<file path="config.mk">
export PLATFORM = sky130hd
export DESIGN_NAME = ecc_err_capture
export DESIGN_NICKNAME = d
export VERILOG_FILES = /design/src/rtl/ecc_cap_pkg.sv /design/src/rtl/ecc_sbe_counter.sv /design/src/rtl/ecc_capture_bank.sv /design/src/rtl/ecc_inject_xor.sv /design/src/rtl/ecc_err_capture.sv
export SDC_FILE = /design/constraint.sdc
export NUM_CORES = 1
export LEC_CHECK = 0
export BUFFER_PORTS_ARGS = -buffer_cell sky130_fd_sc_hd__buf_2
export CELL_PAD_IN_SITES_DETAIL_PLACEMENT = 0
export CELL_PAD_IN_SITES_GLOBAL_PLACEMENT = 1
export CORE_MARGIN = 2
export CORE_UTILIZATION = 35
export DETAILED_ROUTE_END_ITERATION = 7
export PLACE_DENSITY = 0.78
export SYNTH_ARGS = -nofsm -noshare
export SYNTH_HDL_FRONTEND = slang
export SYNTH_HIERARCHICAL = 1
export SYNTH_SLANG_ARGS = --single-unit
</file>
<file path="constraint.sdc">
create_clock -name clk -period 2.3 [get_ports clk]
set_input_delay 0.46 -clock clk [delete_from_list [all_inputs] [get_ports clk]]
set_output_delay 0.46 -clock clk [all_outputs]
set_load 0.01 [all_outputs]
</file>
<file path="src/rtl/ecc_cap_pkg.sv">
`timescale 1ns/1ps
package ecc_cap_pkg;
  localparam int REG_W = 32;
  localparam int IDX_W = 4;
  localparam int FLG_W = 2;
  localparam int FLG_SBE = 0;
  localparam int FLG_MBE = 1;
  localparam int THR_LSB = 16;
  localparam int INJ_EN_BIT = 8;

  typedef enum logic [IDX_W-1:0] {
    RI_DETECT   = 4'd0,
    RI_DISABLE  = 4'd1,
    RI_INT_EN   = 4'd2,
    RI_SBE_CTL  = 4'd3,
    RI_CFG      = 4'd4,
    RI_CAP_ALO  = 4'd5,
    RI_CAP_AHI  = 4'd6,
    RI_CAP_DHI  = 4'd7,
    RI_CAP_DLO  = 4'd8,
    RI_CAP_SYN  = 4'd9,
    RI_INJ_HI   = 4'd10,
    RI_INJ_LO   = 4'd11,
    RI_INJ_CTL  = 4'd12
  } reg_idx_e;
endpackage

</file>
<file path="src/rtl/ecc_sbe_counter.sv">
`timescale 1ns/1ps
module ecc_sbe_counter #(
  parameter int THR_W = 8
) (
  input  logic             clk,
  input  logic             rst_n,
  input  logic             hit,
  input  logic [THR_W-1:0] thr,
  output logic             fire,
  output logic [THR_W-1:0] count
);
  localparam int EXT_W = THR_W + 1;

  logic [EXT_W-1:0] next_cnt;
  logic [EXT_W-1:0] eff_thr;

  always_comb begin
    next_cnt = {1'b0, count} + EXT_W'(1);
    eff_thr  = (thr == '0) ? EXT_W'(1) : {1'b0, thr};
    fire     = hit && (next_cnt >= eff_thr);
  end

  always_ff @(posedge clk) begin
    if (!rst_n)    count <= '0;
    else if (fire) count <= '0;
    else if (hit)  count <= next_cnt[THR_W-1:0];
  end
endmodule

</file>
<file path="src/rtl/ecc_capture_bank.sv">
`timescale 1ns/1ps
module ecc_capture_bank #(
  parameter int ADDR_W = 40,
  parameter int DATA_W = 64,
  parameter int SYN_W  = 16
) (
  input  logic              clk,
  input  logic              rst_n,
  input  logic              load,
  input  logic [ADDR_W-1:0] in_addr,
  input  logic [DATA_W-1:0] in_data,
  input  logic [SYN_W-1:0]  in_syn,
  output logic [ADDR_W-1:0] cap_addr,
  output logic [DATA_W-1:0] cap_data,
  output logic [SYN_W-1:0]  cap_syn
);
  always_ff @(posedge clk) begin
    if (!rst_n) begin
      cap_addr <= '0;
      cap_data <= '0;
      cap_syn  <= '0;
    end else if (load) begin
      cap_addr <= in_addr;
      cap_data <= in_data;
      cap_syn  <= in_syn;
    end
  end
endmodule

</file>
<file path="src/rtl/ecc_inject_xor.sv">
`timescale 1ns/1ps
module ecc_inject_xor #(
  parameter int DATA_W = 64,
  parameter int ECC_W  = 8,
  parameter int WORD_W = 32
) (
  input  logic              enable,
  input  logic [DATA_W-1:0] data_mask,
  input  logic [ECC_W-1:0]  ecc_mask,
  input  logic [DATA_W-1:0] in_data,
  input  logic [ECC_W-1:0]  in_ecc,
  output logic [DATA_W-1:0] out_data,
  output logic [ECC_W-1:0]  out_ecc
);
  localparam int NWORD = DATA_W / WORD_W;

  for (genvar w = 0; w < NWORD; w++) begin : g_word
    assign out_data[w*WORD_W +: WORD_W] =
      in_data[w*WORD_W +: WORD_W] ^ (enable ? data_mask[w*WORD_W +: WORD_W] : '0);
  end

  assign out_ecc = in_ecc ^ (enable ? ecc_mask : '0);
endmodule

</file>
<file path="src/rtl/ecc_err_capture.sv">
`timescale 1ns/1ps
module ecc_err_capture
  import ecc_cap_pkg::*;
#(
  parameter int ADDR_W = 40,
  parameter int DATA_W = 64,
  parameter int ECC_W  = 8,
  parameter int SYN_W  = 16,
  parameter int THR_W  = 8
) (
  input  logic              clk,
  input  logic              rst_n,
  input  logic              reg_wr,
  input  logic [3:0]        reg_addr,
  input  logic [31:0]       reg_wdata,
  output logic [31:0]       reg_rdata,
  input  logic              ev_valid,
  input  logic              ev_sbe,
  input  logic              ev_mbe,
  input  logic [ADDR_W-1:0] ev_addr,
  input  logic [DATA_W-1:0] ev_data,
  input  logic [SYN_W-1:0]  ev_syn,
  input  logic              wr_in_valid,
  output logic              wr_in_ready,
  input  logic [DATA_W-1:0] wr_in_data,
  input  logic [ECC_W-1:0]  wr_in_ecc,
  output logic              wr_out_valid,
  input  logic              wr_out_ready,
  output logic [DATA_W-1:0] wr_out_data,
  output logic [ECC_W-1:0]  wr_out_ecc,
  output logic              irq
);
  localparam int CTL_W = ECC_W + 1;

  logic [FLG_W-1:0]  det_q, dis_q, ien_q;
  logic [THR_W-1:0]  thr_q;
  logic              narrow_q;
  logic [REG_W-1:0]  inj_hi_q, inj_lo_q;
  logic [CTL_W-1:0]  inj_ctl_q;

  logic              sbe_hit, mbe_hit, sbe_fire, cap_load;
  logic [THR_W-1:0]  sbe_cnt;
  logic [FLG_W-1:0]  flg_set, flg_clr;
  logic [ADDR_W-1:0] cap_addr;
  logic [DATA_W-1:0] cap_data;
  logic [SYN_W-1:0]  cap_syn;

  assign sbe_hit  = ev_valid && ev_sbe && !dis_q[FLG_SBE];
  assign mbe_hit  = ev_valid && ev_mbe && !dis_q[FLG_MBE];
  assign cap_load = (sbe_hit || mbe_hit) && (det_q == '0);

  ecc_sbe_counter #(.THR_W(THR_W)) u_cnt (
    .clk(clk), .rst_n(rst_n), .hit(sbe_hit), .thr(thr_q),
    .fire(sbe_fire), .count(sbe_cnt)
  );

  ecc_capture_bank #(.ADDR_W(ADDR_W), .DATA_W(DATA_W), .SYN_W(SYN_W)) u_cap (
    .clk(clk), .rst_n(rst_n), .load(cap_load),
    .in_addr(ev_addr), .in_data(ev_data), .in_syn(ev_syn),
    .cap_addr(cap_addr), .cap_data(cap_data), .cap_syn(cap_syn)
  );

  ecc_inject_xor #(.DATA_W(DATA_W), .ECC_W(ECC_W), .WORD_W(REG_W)) u_inj (
    .enable(inj_ctl_q[INJ_EN_BIT]),
    .data_mask({inj_hi_q, inj_lo_q}),
    .ecc_mask(inj_ctl_q[ECC_W-1:0]),
    .in_data(wr_in_data), .in_ecc(wr_in_ecc),
    .out_data(wr_out_data), .out_ecc(wr_out_ecc)
  );

  assign wr_out_valid = wr_in_valid;
  assign wr_in_ready  = wr_out_ready;

  always_comb begin
    flg_set          = '0;
    flg_set[FLG_SBE] = sbe_fire;
    flg_set[FLG_MBE] = mbe_hit;
    flg_clr = (reg_wr && reg_addr == RI_DETECT) ? reg_wdata[FLG_W-1:0] : '0;
  end

  always_ff @(posedge clk) begin
    if (!rst_n) begin
      det_q     <= '0;
      dis_q     <= '0;
      ien_q     <= '0;
      thr_q     <= '0;
      narrow_q  <= 1'b0;
      inj_hi_q  <= '0;
      inj_lo_q  <= '0;
      inj_ctl_q <= '0;
    end else begin
      det_q <= (det_q & ~flg_clr) | flg_set;
      if (reg_wr) begin
        case (reg_addr)
          RI_DISABLE: dis_q     <= reg_wdata[FLG_W-1:0];
          RI_INT_EN:  ien_q     <= reg_wdata[FLG_W-1:0];
          RI_SBE_CTL: thr_q     <= reg_wdata[THR_LSB +: THR_W];
          RI_CFG:     narrow_q  <= reg_wdata[0];
          RI_INJ_HI:  inj_hi_q  <= reg_wdata;
          RI_INJ_LO:  inj_lo_q  <= reg_wdata;
          RI_INJ_CTL: inj_ctl_q <= reg_wdata[CTL_W-1:0];
          default: ;
        endcase
      end
    end
  end

  assign irq = |(det_q & ien_q);

  always_comb begin
    reg_rdata = '0;
    case (reg_addr)
      RI_DETECT:  reg_rdata = REG_W'(det_q);
      RI_DISABLE: reg_rdata = REG_W'(dis_q);
      RI_INT_EN:  reg_rdata = REG_W'(ien_q);
      RI_SBE_CTL: begin
        reg_rdata[THR_LSB +: THR_W] = thr_q;
        reg_rdata[THR_W-1:0]        = sbe_cnt;
      end
      RI_CFG:     reg_rdata = REG_W'(narrow_q);
      RI_CAP_ALO: reg_rdata = cap_addr[REG_W-1:0];
      RI_CAP_AHI: reg_rdata = REG_W'(cap_addr[ADDR_W-1:REG_W]);
      RI_CAP_DHI: reg_rdata = cap_data[DATA_W-1:REG_W];
      RI_CAP_DLO: reg_rdata = cap_data[REG_W-1:0];
      RI_CAP_SYN: reg_rdata = narrow_q ? REG_W'(cap_syn) : REG_W'(cap_syn[ECC_W-1:0]);
      RI_INJ_HI:  reg_rdata = inj_hi_q;
      RI_INJ_LO:  reg_rdata = inj_lo_q;
      RI_INJ_CTL: reg_rdata = REG_W'(inj_ctl_q);
      default:    reg_rdata = '0;
    endcase
  end
endmodule

</file>
==> metrics.csv, run 1 <==
stage,metric,value,unit
pwr,Pwr Density,675.1,nW/um2
layout,P&R area growth vs syn,33.34,%
status,violated checks,setup timing,
worst_setup_path,Worst setup EP type,output port,
placed_design,Placed Area,13400,um2
status,status,finished with violations,
layout,Multi-input gate area,6221,um2
sta,fmax,420.8,MHz
global_route,first-pass GRT wire length,57730,um
sta,final number of setup-violating endpoints,4,
placed_design,dpl hpwl,29030,um
worst_hold_path,Hold/Removal Path Class,input port to flip-flop,
synthesis,leading area contributor after synthesis,dfxtp_1,
synthesis,"Top FF cell, synth",dfxtp_1,
sta,"Slew Viols, Final",0,
flow_run,Max-cap violations,0,
drt,via count,10292,
layout,design area,14810,um2
synthesis,Synth area leaders,"dfxtp_1, mux2i_1, nand2_1, nor2b_1, xnor2_1",
floorplanning,DIE HEIGHT,182.1,um
clocking,CTS tree,done,
pwr,Lkg Pwr,6.083,nW
synthesis,ys async rst share,0,%
worst_setup_path,"Max FO, Critical Path",2,
drt,drt pass-1 iters,8,
synthesis,Yosys warnings,6,
clocking,hold_buf cts,0,
worst_hold_path,Hold Path Origin,reg_wdata[25],
clocking,H-tree lvl count,1,
synthesis,#FFs+latches synth,216,
global_route,vias in the first global route,9881,
pwr,peak supply drop,0.4498,mV
floorplanning,starting density of the core,35.38,%
sta,RSZ-0062 raised after global routing,yes,
worst_setup_path,required time worst endpoint,1840,ps
sta,Setup Skew,16.94,ps
clocking,"Reg clk slew, reported paths",60,ps
drt,DRC,0,
global_route,Total GRT Usage,22.44,%
synthesis,"Cell Area, Synth",11110,um2
worst_setup_path,Reg-to-Reg Start,u_cnt/count[0]$_SDFFE_PP0P_,
worst_hold_path,hold worst-path end,inj_hi_q[25]$_SDFFE_PN0P_,
drt,number of DRC markers in iteration 0,852,
clocking,maximum buffer depth of the clock tree,3,
drt,Routed wire per std cell,19.99,um
clocking,CTS root buffer,clkbuf_16,
synthesis,Syn Nets,1459,
layout,Layout fillers,3110,
sta,Tightest Pin Transition,569.7,ps
synthesis,Gate Count Post-Synth,1214,
sta,Setup WS post-layout,-76.49,ps
synthesis,top cell type's share of synthesized area,38.94,%
sta,clock period minus worst slack,2376,ps
worst_setup_path,R2R Path End,det_q[0]$_SDFF_PN0_,
worst_setup_path,Worst EP arrival,1920,ps
drt,ANT nets after route,0,
placed_design,IO Port Bufs,338,
clocking,cts bufs inserted,25,
floorplanning,die footprint,33170,um2
floorplanning,Core Area,31390,um2
clocking,clk sink count,216,
synthesis,sequential area share after synthesis,38.94,%
sta,hold_ws,176.1,ps
sta,period utilisation layout,103.3,%
sta,relative slew slack,62.02,%
worst_hold_path,hold path cells,3,
synthesis,Yosys cell types,64,
layout,Seq. cell area,4345,um2
worst_setup_path,WS Path Type,flip-flop to output port,
layout,"Net count, final",1814,
worst_setup_path,Worst R2R Setup Slack,80,ps
global_route,total grt overflow,0,
placed_design,GP Congestion,0.8955,
placed_design,dpl ws,-76.50,ps
worst_setup_path,Worst R2R Path Depth,12,
drt,total wire length,39880,um
synthesis,number of synthesized flops with an enable pin,0,
layout,share of cells above drive strength 1,32.96,%
clocking,worst-skew pair later-pin latency,530,ps
floorplanning,Die Width,182.1,um
floorplanning,Rows,65,
drt,Via density,5.159,
floorplanning,IO Pins,343,
sta,endpoints failing hold,0,
worst_setup_path,Worst setup SP type,flip-flop,
synthesis,Syn Area/Cell,9.148,um2
sta,Final TNS setup,-160.9,ps
global_route,initial antenna violation count,6,
global_route,largest net degree at the start of global routing,105,
-- kinds of logic after synthesis --
group / synth area share [%]
compound gates: 13.87
mux: 12.03
buf+inv: 6.794
xor+xnor: 6.219
flops: 38.94
simple gates: 21.14
fa+ha+maj: 1.014
-- synth_stat cells, types with 12 or more instances --
cell type / n
a21boi_0: 15
a21boi_1: 68
a222oi_1: 27
a22oi_1: 45
buf_2: 31
buf_4: 14
clkbuf_1: 26
dfxtp_1: 216
mux2i_1: 129
nand2_1: 248
nand3_1: 40
nor2_1: 12
nor2b_1: 130
xnor2_1: 75
-- layout by cell type (no fill, tap or decap), types with 15 or more instances in the layout --
cell type,count
a222oi_1,27
a21boi_1,68
dfxtp_1,207
clkbuf_16,29
nor2b_1,127
nand3_1,39
a22oi_1,38
mux2i_1,128
a21boi_0,15
nand2_1,248
buf_2,331
xnor2_1,75
buf_12,22
buf_4,63
-- layer usage --
layer | share of wire, % | track usage, %
met2 | 47 | 36.99
met1 | 43 | 29.81
met4 | 3.1 | 7.581
met5 | 0 | 0
met3 | 6.8 | 3.772
-- critical path: stages, from the launching register on --
cell and delay, ps:
dfxtp_2 350, mux2_4 260, a32o_2 280, a221oi_2 170, nand3_1 160, buf_2 180
-- worst max path at each step --
stage,from,to,slack [ps]
floorplan,u_cnt/count[1]$_SDFFE_PP0P_,det_q[0]$_SDFF_PN0_,0.5
global placement,reg_addr[0],reg_rdata[3],-40
detailed placement,reg_addr[0],reg_rdata[3],-80
CTS,u_cap/cap_data[35]$_SDFFE_PN0P_,reg_rdata[3],-100
global route,u_cap/cap_data[35]$_SDFFE_PN0P_,reg_rdata[3],-130
finish,u_cap/cap_data[35]$_SDFFE_PN0P_,reg_rdata[3],-80
-- flip-flops by register name, indices dropped and copies added, names as in the netlist, 2 cells and up --
name / count
u_cap/cap_addr: 40
thr_q: 8
det_q: 2
inj_hi_q: 32
u_cap/cap_data: 64
u_cap/cap_syn: 16
inj_lo_q: 32
ien_q: 2
dis_q: 2
inj_ctl_q: 9
u_cnt/count: 8
-- power breakdown --
group	leakage [nW]	total, mW	internal (mW)	switching (mW)
clock network	0.476	4.63	2.99	1.64
logic	3.84	1.31	0.671	0.641
registers	1.76	4.05	3.92	0.135
total	6.08	10.0	7.58	2.42
-- per-stage QoR --
step	std cells	utilization (%)	power (mW)
floorplan	1214	-	4.889
detailed placement	1928	42.68	5.388
finish	1995	47.17	9.997
CTS	1974	45.91	10.01
global placement	1928	42.68	5.371
global route	1994	47.16	10.33
-- what timing repair did --
item / in CTS / in global routing
endpoints found under the hold margin: 0 / 0
resized for setup: 15 / 48
endpoints found under the setup margin: 23 / 38
setup buffers: 1 / 11
gates cloned: 0 / 4
pin swaps: 10 / 26
-- final cells by class --
cell class | count | area share (%)
clock inverters | 11 | 1.580
repair buffers | 424 | 18.36
clock buffers | 34 | 4.926
well taps | 402 | 3.397
flip-flops and latches | 216 | 29.35
diodes | 6 | 0.1014
inverters | 11 | 0.2788
multi-input cells | 891 | 42.01
(Power assumes the default switching activity.)
==> run 2, diff against run 1 <==
--- a/config.mk
+++ b/config.mk
@@ -9,10 +9,10 @@
 export CELL_PAD_IN_SITES_DETAIL_PLACEMENT = 0
 export CELL_PAD_IN_SITES_GLOBAL_PLACEMENT = 1
 export CORE_MARGIN = 2
-export CORE_UTILIZATION = 35
+export CORE_UTILIZATION = 32
 export DETAILED_ROUTE_END_ITERATION = 7
-export PLACE_DENSITY = 0.78
+export GPL_TIMING_DRIVEN = 1
+export PLACE_DENSITY = 0.76
 export SYNTH_ARGS = -nofsm -noshare
 export SYNTH_HDL_FRONTEND = slang
-export SYNTH_HIERARCHICAL = 1
 export SYNTH_SLANG_ARGS = --single-unit
==> run 2 against run 1 <==
The run ends with DRC, setup timing left. Highest routed layer unchanged. Global-route usage rose by 1.4 points. Die area down 0.87%. Setup slack got worse by 160 ps. Register-to-register slack lost 310 ps.
==> metrics.csv, run 2 <==
stage,metric,value,unit,change
status,status,finished with violations,,
status,violated checks,"DRC, setup timing",,
worst_hold_path,hold worst-path end,u_cap.cap_data[45]$_SDFFE_PN0P_,,
global_route,met1 usage,33.80,%,+4.0 points
synthesis,"top cells by count, synth","nand2_1, dfxtp_1, a21oi_1, xnor2_1, clkbuf_1",,
worst_hold_path,Hold Path Origin,ev_data[45],,
drt,total wire length,41050,um,+2.9%
worst_hold_path,Hold/Removal Path Class,input port to flip-flop,,
synthesis,ys async rst share,0,%,unchanged
placed_design,GP Congestion,0.8927,,-0.31%
synthesis,Yosys warnings,0,,-6
worst_setup_path,R2R Path End,u_cnt.count[3]$_SDFFE_PP0P_,,
worst_setup_path,Bufs and invs on worst path,1,,unchanged
global_route,largest net degree at the start of global routing,56,,-47%
floorplanning,starting density of the core,32.73,%,-2.6 points
synthesis,"Cell Area, Synth",10060,um2,-9.4%
worst_setup_path,Worst setup SP type,flip-flop,,
layout,"most common cell after layout, fill and taps aside",nand2_1,,
layout,most frequent cells in the layout,"nand2_1, buf_2, a21oi_1, dfxtp_1, buf_4",,
sta,RSZ-0062 raised after global routing,yes,,
worst_setup_path,Worst R2R Setup Slack,-230,ps,-310 ps
clocking,clk sink count,216,,unchanged
clocking,"Reg clk slew, reported paths",60,ps,about the same
pwr,overall power,9.327,mW,-6.7%
placed_design,IO Port Bufs,338,,unchanged
worst_setup_path,"Max FO, Critical Path",7,,+5
sta,fmax,395.0,MHz,-6.1%
global_route,vias in the first global route,10395,,+5.2%
worst_hold_path,hold path cells,3,,unchanged
synthesis,#FFs+latches synth,216,,unchanged
drt,ANT nets after route,0,,unchanged
floorplanning,die footprint,32880,um2,-0.87%
clocking,CTS tree,done,,
sta,period utilisation layout,110.1,%,+6.7 points
layout,P&R area growth vs syn,43.54,%,
sta,Tightest Pin Transition,497.4,ps,-72.26 ps
worst_setup_path,Worst setup startpoint,u_cnt.count[1]$_SDFFE_PP0P_,,
sta,Setup Skew,23.07,ps,+6.133 ps
synthesis,"Top FF cell, synth",dfxtp_1,,
worst_setup_path,crit-path max cell delay,370,ps,+20 ps
clocking,worst-skew pair later-pin latency,550,ps,+20 ps
synthesis,Yosys cell types,53,,-17%
drt,Via density,5.153,,-0.11%
worst_setup_path,Slowest cell on crit path,dfxtp_4,,
sta,endpoints failing hold,0,,unchanged
sta,clock period minus worst slack,2532,ps,+155.2 ps
clocking,CTS root buffer,clkbuf_16,,
worst_setup_path,crit-path cells,buf_4 -> and3_4 -> nand3_2 -> xnor2_2 -> ha_1 -> and3_4 -> a221oi_4 -> o2111ai_4 -> nor2_4 -> a22o_2,,
layout,post-layout util,46.98,%,-0.19 points
sta,hold_ws,142.4,ps,-33.64 ps
floorplanning,Core Area,30750,um2,-2.0%
synthesis,leading area contributor after synthesis,dfxtp_1,,
synthesis,Gate Count Post-Synth,1323,,+9.0%
global_route,M2 GR Usage,37.20,%,+0.20 points
pwr,peak supply drop,0.4944,mV,+9.9%
synthesis,Synth area leaders,"dfxtp_1, nand2_1, a21oi_1, xnor2_1, a22oi_1",,
pwr,Pwr Density,645.7,nW/um2,-4.4%
sta,final number of setup-violating endpoints,9,,+5
global_route,routing usage on met3,3.205,%,-0.57 points
flow_run,Max-cap violations,0,,unchanged
layout,biggest registers after layout,"u_cap.cap_data x64, u_cap.cap_addr x40",,
layout,"Net count, final",1975,,+8.9%
synthesis,sequential area share after synthesis,42.97,%,+4.0 points
worst_setup_path,Worst EP arrival,3010,ps,+1090 ps
synthesis,Syn Area/Cell,7.607,um2,-17%
floorplanning,IO Pins,343,,unchanged
layout,share of cells above drive strength 1,33.85,%,+0.89 points
global_route,global-route layer with the greatest usage,met2,,
global_route,total grt overflow,0,,unchanged
worst_setup_path,Worst setup EP type,flip-flop,,
worst_setup_path,WS Path Type,flip-flop to flip-flop,,
global_route,Total GRT Usage,23.79,%,+1.4 points
pwr,Lkg Pwr,5.960,nW,-2.0%
sta,relative slew slack,66.84,%,+4.8 points
clocking,hold_buf cts,0,,unchanged
clocking,H-tree lvl count,1,,unchanged
synthesis,Syn Nets,1568,,+7.5%
placed_design,dpl hpwl,30420,um,+4.8%
sta,Setup WS post-layout,-231.7,ps,-155.2 ps
floorplanning,Rows,64,,-1.5%
global_route,initial antenna violation count,6,,unchanged
synthesis,top cell type's share of synthesized area,42.97,%,+4.0 points
floorplanning,Die Width,181.3,um,-0.44%
synthesis,top-count cell post-synth,nand2_1,,
synthesis,number of synthesized flops with an enable pin,0,,unchanged
worst_setup_path,Top delay family on crit path,simple AND/OR/NAND/NOR gates,,
worst_setup_path,most numerous cell on the critical path,and3_4,,
drt,number of DRC markers in iteration 0,1025,,+20%
drt,Routed wire per std cell,19.09,um,-4.5%
worst_setup_path,Reg-to-Reg Start,u_cnt.count[1]$_SDFFE_PP0P_,,
clocking,cts bufs inserted,25,,unchanged
drt,DRC,11,,+11
layout,Top reg by flops,u_cap.cap_data,,
global_route,first-pass GRT wire length,60490,um,+4.8%
floorplanning,DIE HEIGHT,181.3,um,-0.44%
clocking,maximum buffer depth of the clock tree,3,,unchanged
drt,drt pass-1 iters,8,,unchanged
worst_setup_path,required time worst endpoint,2780,ps,+940 ps
layout,max FFs per register,64,,unchanged
sta,"Slew Viols, Final",0,,unchanged
drt,via count,11085,,+7.7%
worst_setup_path,Worst R2R Path Depth,10,,-2
## run 2: cell count changes in the layout (fill, tap and decap cells not counted), sizes merged, moves of 10 or more
cell and delta:
buf +59, nor2b -127, nor2 +10, a21boi -83, nand2 +243, mux2i -124, a21oi +200
## run 2: where the power goes
part	switching, mW	internal, mW
logic	0.692	0.561
clock network	1.68	2.36
registers	0.130	3.91
## run 2: cells by family (layout without fill, tap and decap cells)
logic type | Yosys count | count (layout) | share of synthesized area (%)
AO/OA/AOI/OAI | 321 | 321 | 20.24
XOR/XNOR | 78 | 78 | 6.789
adder cells (fa/ha/maj) | 9 | 9 | 1.119
buffers and inverters | 111 | 536 | 4.973
flip-flops | 216 | 216 | 42.97
multiplexers | 6 | 6 | 0.6092
other | 0 | 6 | 0
AND/OR/NAND/NOR | 582 | 583 | 23.30
## run 2: per-stage QoR
| step | instances | setup TNS [ps] | area, um2 | setup WS, ps |
|---|---|---|---|---|
| after floorplan | 1323 | -682.1 | 10110 | -107.0 |
| after global placement | 2069 | -5833 | 12940 | -214.7 |
| after detailed placement | 2069 | -6763 | 12940 | -260.0 |
| after CTS | 2131 | -1385 | 14120 | -194.8 |
| after global routing | 2149 | -2860 | 14440 | -340.2 |
| final | 2151 | -1862 | 14450 | -231.7 |
## run 2: cell type report
cell class,count,area (um2)
sequential,216,4347
inverter,10,42.54
tap,396,495.5
fill,3154,16300
clock inverter,16,151.4
clock buffer,30,684.4
antenna,6,15.01
multi-input combinational,997,5524
timing repair buffer,480,3186
## run 2: worst max-delay path by stage
| stage | slack, ps | cells after the start | to |
|---|---|---|---|
| finish | -230 | 10 | u_cnt.count[3]$_SDFFE_PP0P_ |
| global route | -340 | 11 | u_cnt.count[3]$_SDFFE_PP0P_ |
| CTS | -190 | 9 | u_cnt.count[3]$_SDFFE_PP0P_ |
| detailed placement | -260 | 10 | u_cnt.count[3]$_SDFFE_PP0P_ |
| global placement | -210 | 9 | reg_rdata[3] |
| floorplan | -110 | 9 | u_cnt.count[2]$_SDFFE_PP0P_ |
## run 2: repair_timing
| action | 4_1_cts | 5_1_grt |
|---|---|---|
| endpoints found under the setup margin | 62 | 36 |
| resized for setup | 45 | 45 |
| buffers inserted | 14 | 14 |
| gates cloned | 2 | 0 |
| pin swaps | 30 | 40 |
## run 2: routing by layer
| metal | routed length, um | vias up | share of wire, % |
|---|---|---|---|
| li1 | - | 5322 | - |
| met1 | 18600 | 5235 | 45 |
| met2 | 18660 | 472 | 45 |
| met3 | 2782 | 56 | 6.8 |
| met4 | 1013 | 0 | 2.5 |
| met5 | 0 | - | 0 |
## run 2: worst reg2reg max path: cells and delay by family, from the launching register on
family	cells	cell delay (ps)
buffers and inverters	1	120
DFF	1	370
xor gates and xnor gates	1	170
adders and majority gates	1	300
and+or+nand+nor	4	760
AOI/OAI and AO/OA	3	750
